### src/rtl/qac_pkg.sv
package qac_pkg;

    localparam int OPW     = 8;
    localparam int OFFW    = 3;
    localparam int INSTR_W = OPW + 2 * (OFFW + 1);

    typedef enum logic [2:0] {
        K_NOP,
        K_LOAD,
        K_BIN,
        K_UNARY,
        K_STORE,
        K_DUP,
        K_RELEASE
    } kind_e;

    typedef struct packed {
        logic            neg;
        logic [OFFW-1:0] mag;
    } soff_t;

    typedef struct packed {
        soff_t off_a;
        soff_t off_b;
        logic  use_a;
        logic  use_b;
        logic  eat_a;
        logic  eat_b;
        logic  produce;
        logic  release_lqh;
    } dec_t;

    function automatic kind_e kind_of(input logic [3:0] grp);
        case (grp)
            4'h1:    return K_LOAD;
            4'h2:    return K_BIN;
            4'h3:    return K_UNARY;
            4'h4:    return K_STORE;
            4'h5:    return K_DUP;
            4'h6:    return K_RELEASE;
            default: return K_NOP;
        endcase
    endfunction

endpackage

### src/rtl/qac_decode.sv
module qac_decode
    import qac_pkg::*;
(
    input  logic [INSTR_W-1:0] instr,
    output dec_t               dec
);

    kind_e kind;
    logic  unused_opcode_bits;

    assign kind               = kind_of(instr[INSTR_W-1 -: 4]);
    assign unused_opcode_bits = ^instr[INSTR_W-5 -: (OPW-4)];

    always_comb begin
        dec             = '0;
        dec.off_a       = soff_t'(instr[2*(OFFW+1)-1 -: (OFFW+1)]);
        dec.off_b       = soff_t'(instr[OFFW:0]);
        dec.use_a       = (kind == K_BIN) || (kind == K_UNARY) ||
                          (kind == K_STORE) || (kind == K_DUP);
        dec.use_b       = (kind == K_BIN);
        dec.eat_a       = dec.use_a && (kind != K_DUP) && (dec.off_a.mag == '0);
        dec.eat_b       = dec.use_b && (dec.off_b.mag == '0);
        dec.produce     = (kind == K_LOAD) || (kind == K_BIN) ||
                          (kind == K_UNARY) || (kind == K_DUP);
        dec.release_lqh = (kind == K_RELEASE);
    end

endmodule

### src/rtl/qac_addr.sv
module qac_addr
    import qac_pkg::*;
#(
    parameter int AW = 4
) (
    input  logic [AW-1:0] qh,
    input  logic [AW-1:0] qt,
    input  logic [AW-1:0] lqh,
    input  dec_t          dec,
    output logic [AW-1:0] src_a,
    output logic [AW-1:0] src_b,
    output logic          full_hit,
    output logic          range_hit,
    output logic [AW-1:0] qh_nx,
    output logic [AW-1:0] qt_nx,
    output logic [AW-1:0] lqh_nx
);

    function automatic logic [AW-1:0] shift(input logic [AW-1:0] base, input soff_t so);
        logic [AW-1:0] m;
        m = AW'(so.mag);
        return so.neg ? (base - m) : (base + m);
    endfunction

    logic [AW-1:0] live;
    logic [AW-1:0] dist_a;
    logic [AW-1:0] dist_b;
    logic [AW-1:0] step;

    always_comb begin
        src_a = shift(qh, dec.off_a);
        src_b = (dec.off_b.mag == '0) ? (qh + AW'(1)) : shift(qh, dec.off_b);

        live   = qt - lqh;
        dist_a = src_a - lqh;
        dist_b = src_b - lqh;

        range_hit = (dec.use_a && !(dist_a < live)) ||
                    (dec.use_b && !(dist_b < live));
        full_hit  = dec.produce && ((qt + AW'(1)) == lqh);

        step   = AW'(dec.eat_a) + AW'(dec.eat_b);
        qh_nx  = qh + step;
        qt_nx  = qt + AW'(dec.produce);
        lqh_nx = dec.release_lqh ? qh : lqh;
    end

endmodule

### src/rtl/qac_qregs.sv
module qac_qregs #(
    parameter int DEPTH = 16,
    parameter int WIDTH = 16,
    localparam int AW   = $clog2(DEPTH)
) (
    input  logic             clk,
    input  logic             rst,
    input  logic             we,
    input  logic [AW-1:0]    waddr,
    input  logic [WIDTH-1:0] wdata,
    input  logic [AW-1:0]    raddr_a,
    input  logic [AW-1:0]    raddr_b,
    output logic [WIDTH-1:0] rdata_a,
    output logic [WIDTH-1:0] rdata_b
);

    logic [WIDTH-1:0] mem [DEPTH];

    always_ff @(posedge clk) begin
        if (rst) begin
            for (int i = 0; i < DEPTH; i++) begin
                mem[i] <= '0;
            end
        end else if (we) begin
            mem[waddr] <= wdata;
        end
    end

    assign rdata_a = mem[raddr_a];
    assign rdata_b = mem[raddr_b];

endmodule

### src/rtl/queue_addr_calc.sv
module queue_addr_calc
    import qac_pkg::*;
#(
    parameter int DEPTH = 16,
    parameter int WIDTH = 16,
    localparam int AW   = $clog2(DEPTH)
) (
    input  logic               clk,
    input  logic               rst,
    input  logic               issue_valid,
    input  logic [INSTR_W-1:0] instr,
    input  logic               wr_en,
    input  logic [AW-1:0]      wr_slot,
    input  logic [WIDTH-1:0]   wr_data,
    output logic               accept,
    output logic               fault_full,
    output logic               fault_range,
    output logic [AW-1:0]      src_a_slot,
    output logic [AW-1:0]      src_b_slot,
    output logic [AW-1:0]      dst_slot,
    output logic               dst_valid,
    output logic [WIDTH-1:0]   rd_data_a,
    output logic [WIDTH-1:0]   rd_data_b,
    output logic [AW-1:0]      qh,
    output logic [AW-1:0]      qt,
    output logic [AW-1:0]      lqh
);

    dec_t          dec;
    logic          full_hit;
    logic          range_hit;
    logic [AW-1:0] qh_nx;
    logic [AW-1:0] qt_nx;
    logic [AW-1:0] lqh_nx;

    qac_decode u_dec (
        .instr (instr),
        .dec   (dec)
    );

    qac_addr #(.AW(AW)) u_addr (
        .qh        (qh),
        .qt        (qt),
        .lqh       (lqh),
        .dec       (dec),
        .src_a     (src_a_slot),
        .src_b     (src_b_slot),
        .full_hit  (full_hit),
        .range_hit (range_hit),
        .qh_nx     (qh_nx),
        .qt_nx     (qt_nx),
        .lqh_nx    (lqh_nx)
    );

    qac_qregs #(.DEPTH(DEPTH), .WIDTH(WIDTH)) u_regs (
        .clk     (clk),
        .rst     (rst),
        .we      (wr_en),
        .waddr   (wr_slot),
        .wdata   (wr_data),
        .raddr_a (src_a_slot),
        .raddr_b (src_b_slot),
        .rdata_a (rd_data_a),
        .rdata_b (rd_data_b)
    );

    assign fault_full  = issue_valid && full_hit;
    assign fault_range = issue_valid && range_hit;
    assign accept      = issue_valid && !full_hit && !range_hit;
    assign dst_valid   = accept && dec.produce;
    assign dst_slot    = qt;

    always_ff @(posedge clk) begin
        if (rst) begin
            qh  <= '0;
            qt  <= '0;
            lqh <= '0;
        end else if (accept) begin
            qh  <= qh_nx;
            qt  <= qt_nx;
            lqh <= lqh_nx;
        end
    end

endmodule

### config.mk
export PLATFORM = sky130hd
export DESIGN_NAME = queue_addr_calc
export DESIGN_NICKNAME = d
export VERILOG_FILES = /design/src/rtl/qac_pkg.sv /design/src/rtl/qac_decode.sv /design/src/rtl/qac_addr.sv /design/src/rtl/qac_qregs.sv /design/src/rtl/queue_addr_calc.sv
export SDC_FILE = /design/constraint.sdc
export NUM_CORES = 1
export LEC_CHECK = 0
export BUFFER_PORTS_ARGS = -buffer_cell sky130_fd_sc_hd__buf_2
export CAP_MARGIN = 20
export CORE_AREA = 2 2 155 157
export CTS_CLUSTER_DIAMETER = 150
export DETAILED_ROUTE_END_ITERATION = 10
export DIE_AREA = 0 0 157 159
export GPL_TIMING_DRIVEN = 0
export MAX_ROUTING_LAYER = met4
export PLACE_DENSITY_LB_ADDON = 0.12
export SETUP_SLACK_MARGIN = 0.15
export SYNTH_ARGS = -nofsm -noshare
export SYNTH_HDL_FRONTEND = slang
export SYNTH_SLANG_ARGS = --single-unit
export TNS_END_PERCENT = 5
### constraint.sdc
create_clock -name clk -period 14.3 [get_ports clk]
set_input_delay 2.86 -clock clk [delete_from_list [all_inputs] [get_ports clk]]
set_output_delay 2.86 -clock clk [all_outputs]
set_load 0.005 [all_outputs]
==> impl_metrics.toml <==
[power_and_ir_drop]
design_power_total_uw = 2010
power_frac_comb = 0.207
clock_power_share = 0.332
pwr-share-seq = 0.460
total_leakage_power_uw = 0.00615
pwr_density_cell_nw_per_um2 = 119
p_switching_uw = 540
power_switching_share = 0.268
worst_ir_drop_vdd_mv = 0.0966
internal_uw = 1470

[worst_setup_path]
timing.critical_path.mode_cell = "sky130_fd_sc_hd__ha_1"
arrival_ns = 8.59
timing.critical_path.cells = "buf_2 -> inv_1 -> ha_1 -> ha_1 -> or2_2 -> ha_1 -> fa_1 -> xor2_1 -> clkbuf_1 -> ha_1 -> a21oi_1 -> xor2_1 -> xnor2_1 -> ha_1 -> a211o_1 -> a31oi_1 -> o32a_1 -> and3_1 -> buf_2 -> and2_1 -> buf_2"
path_class = "input port to primary output"
regToRegSetupSlack_ns = 8.83
crit_path_top_delay_cell = "sky130_fd_sc_hd__xor2_1"
critical_path_buf_inv_count = 5
r2r_cells = 17
r2r_start = "qh[0]"
cp_top_family = "adder cells"
critical_path_required_ns = 11.44
critical_path_peak_fanout = 11
slowest_delay_ns = 0.91
worst-path-stages = 21
crit_path_end_kind = "primary output"
critPathLaunchType = "input port"
r2r-end = "dst_slot[2]"

[timing]
final.setup_skew_ns = 0.00106
period_minus_slack_ns = 11.45
timing.final.crit_share = 0.801
setup-violations-final = 0
setup_repair_after_global_routing_missed_its_margin = "false"
setup-tns-final_ns = 0
layout_setup_ws_ns = 2.85
timing.max_slew.rel_slack = 0.235
final_hold_viol_count = 0
final_max_slew_viol_count = 0
worst_pin_slew_ns = 1.14
maxClockFrequency_mhz = 87.4

[clock_tree]
clk_transition_reported_paths_ns = 0.06
cts_root_buf = "sky130_fd_sc_hd__clkbuf_16"
insertion_delay_ns = 0.55
cts_max_path_buffers = 3
number_of_cts_inserted_buffers = 28
cts.sinks = 268
tritoncts = "yes"
post_cts_setup_buffers = 0
count_of_hold_buffers_inserted_by_post_cts_repair = 0
post_cts.resized_instances = 0
cts_max_level = 1

[routing]
dr.pass1.iters = 5
drc = 0
dr_total_vias = 9718
number_of_design_rule_violations_left_by_the_first_detailed_router_iteration = 1399
routed_wl_um = 41200
drt-wirelength-per-cell_um = 28.6
antenna_left = 0
routed_via_density = 6.74

[floorplan]
core_area_um2 = 23200
io_pins = 100
dieWidth_um = 157
dieHeight_um = 159
floorplan_die_area_um2 = 25000
core.rowCount = 56
floorplan.initialDensity = 0.654

[worst_hold_path]
min_path_type = "flip-flop to flip-flop"
holdPathEnd = "lqh[2]"
whs_path_depth = 2
hold_path.startpoint = "lqh[2]"

[placed_design]
finalWeightedCongestion = 0.874
place.detailed.hpwl_um = 28800
placed_cells = 1391
pre_cts_ws_ns = 2.99
io_buffers = 95

[global_routing]
pin_count_of_the_biggest_net_entering_global_routing = 17
grt_overflow = 0
globalRouteTotalUtil = 0.352
grt_pass1_vias = 9763
grt_first_pass_wirelength_um = 61100
antenna_found_initial = 1

[finish]
area_delta_synth_final_pct = 11.2
number_of_diodes = 0
finish.utilization = 0.728
finish.cell_count_without_fillers = 1441
fin_nets = 1180
fillers = 1506
layout-drive-gt1-share = 0.296

[synth]
yosysUniqueCellTypes = 46
synth_area_per_cell_um2 = 15.6
synthCells = 975
synthesis.nets = 1053
postSynth.topFlopCell = "sky130_fd_sc_hd__edfxtp_1"
synth-seq-area-share = 0.523
synth_edf_count = 256
async_reset_ff_frac = 0
synth_area_um2 = 15200
synth-seq-cells = 268
ys.warnings.count = 0

[outcome]
status = "finished, final reports clean"

[flow_run]
maxCapViolations = 0
worst min-delay path: stages (launching register included):
cell                       delay [ns]
sky130_fd_sc_hd__dfxtp_1         0.34
sky130_fd_sc_hd__nand3b_1        0.09
sky130_fd_sc_hd__o21ai_0         0.07
flip-flops by register name (all words and copies together) (netlist names):
| signal | flops |
|---|---|
| lqh | 4 |
| u_regs.mem | 256 |
| dst_slot | 4 |
| qh | 4 |
cell usage after synthesis, types with 2 or more instances:
cell type / count / area (um2)
sky130_fd_sc_hd__mux2_2: 2 / 22.5
sky130_fd_sc_hd__xnor2_1: 13 / 114
sky130_fd_sc_hd__or2_2: 18 / 113
sky130_fd_sc_hd__ha_1: 32 / 400
sky130_fd_sc_hd__nand4_1: 2 / 12.5
sky130_fd_sc_hd__nand3b_1: 5 / 37.5
sky130_fd_sc_hd__dfxtp_1: 12 / 240
sky130_fd_sc_hd__xor2_1: 6 / 52.6
sky130_fd_sc_hd__nor2_1: 22 / 82.6
sky130_fd_sc_hd__mux4_1: 8 / 210
sky130_fd_sc_hd__fa_1: 6 / 120
sky130_fd_sc_hd__mux4_2: 152 / 3420
sky130_fd_sc_hd__a41o_1: 2 / 20.0
sky130_fd_sc_hd__mux2i_1: 7 / 70.1
sky130_fd_sc_hd__inv_1: 28 / 105
sky130_fd_sc_hd__and4_1: 3 / 26.3
sky130_fd_sc_hd__nor3_1: 4 / 20.0
sky130_fd_sc_hd__buf_2: 14 / 70.1
sky130_fd_sc_hd__nand2b_1: 16 / 100
sky130_fd_sc_hd__a21oi_1: 10 / 50.1
sky130_fd_sc_hd__nand3_1: 3 / 15.0
sky130_fd_sc_hd__a21o_1: 5 / 37.5
sky130_fd_sc_hd__a31oi_1: 4 / 25.0
sky130_fd_sc_hd__nor2b_1: 3 / 18.8
sky130_fd_sc_hd__o21ai_0: 6 / 30.0
sky130_fd_sc_hd__buf_4: 4 / 30.0
sky130_fd_sc_hd__clkbuf_1: 53 / 199
sky130_fd_sc_hd__nand2_1: 3 / 11.3
sky130_fd_sc_hd__xnor2_2: 2 / 32.5
sky130_fd_sc_hd__edfxtp_1: 256 / 7690
sky130_fd_sc_hd__a211o_1: 2 / 17.5
sky130_fd_sc_hd__and2_1: 258 / 1610
worst max path at each step:
stage | start | endpoint | slack, ns
2_1_floorplan | instr[0] | dst_valid | 4.38
3_3_place_gp | instr[0] | dst_valid | 3.02
3_5_place_dp | instr[0] | dst_valid | 2.99
4_1_cts | instr[0] | dst_valid | 2.96
5_1_grt | instr[0] | dst_valid | 2.56
6_report | instr[0] | dst_valid | 2.85
final cells by class:
class	count	area, um2	share of cell area
Tap cell	319	399	0.0237
Buffer	73	330	0.0196
Multi-Input combinational cell	606	6810	0.403
Sequential cell	268	7930	0.470
Inverter	28	105	0.00623
Timing Repair Buffer	97	488	0.0289
Clock buffer	36	752	0.0446
Clock inverter	14	65.1	0.00386
metal layers:
layer | GRT usage | vias up | wire, um
met5 | - | - | 0
met4 | 0.117 | 0 | 1580
met3 | 0.0817 | 114 | 4970
met2 | 0.528 | 658 | 19300
met1 | 0.485 | 4950 | 15400
li1 | - | 3996 | -
logic make-up after synthesis:
logic type | Yosys count | share of synthesized area
XOR/XNOR | 22 | 0.0149
AO/OA/AOI/OAI | 34 | 0.0156
multiplexers | 169 | 0.246
buffers and inverters | 101 | 0.0287
adder cells (fa/ha/maj) | 38 | 0.0343
flip-flops | 268 | 0.523
AND/OR/NAND/NOR | 343 | 0.138
power groups by stage:
| stage | sequential, uW | clock [uW] | combinational (uW) |
|---|---|---|---|
| floorplan | 931 | 0 | 267 |
| CTS | 926 | 665 | 413 |
| detailed placement | 941 | 0 | 410 |
| global route | 930 | 695 | 437 |
| finish | 927 | 669 | 418 |
| global placement | 937 | 0 | 404 |
through the flow:
stage	hold slack (ns)	instance area [um2]
2_1_floorplan	0.499	15200
3_3_place_gp	0.524	16000
3_5_place_dp	0.549	16100
4_1_cts	0.559	16900
5_1_grt	0.571	16900
6_report	0.564	16900
layout by cell type, fill, tap and decap left out, types with 12 or more instances in the layout:
cell type / synthesis / layout
sky130_fd_sc_hd__inv_1: 28 / 28
sky130_fd_sc_hd__nor2_1: 22 / 22
sky130_fd_sc_hd__and2_1: 258 / 258
sky130_fd_sc_hd__buf_2: 14 / 110
sky130_fd_sc_hd__edfxtp_1: 256 / 256
sky130_fd_sc_hd__ha_1: 32 / 32
sky130_fd_sc_hd__nand2b_1: 16 / 16
sky130_fd_sc_hd__mux4_2: 152 / 152
sky130_fd_sc_hd__clkbuf_16: 0 / 29
sky130_fd_sc_hd__clkbuf_1: 53 / 60
sky130_fd_sc_hd__or2_2: 18 / 18
sky130_fd_sc_hd__xnor2_1: 13 / 13
sky130_fd_sc_hd__dfxtp_1: 12 / 12
Power figures use the tool's default switching activity.
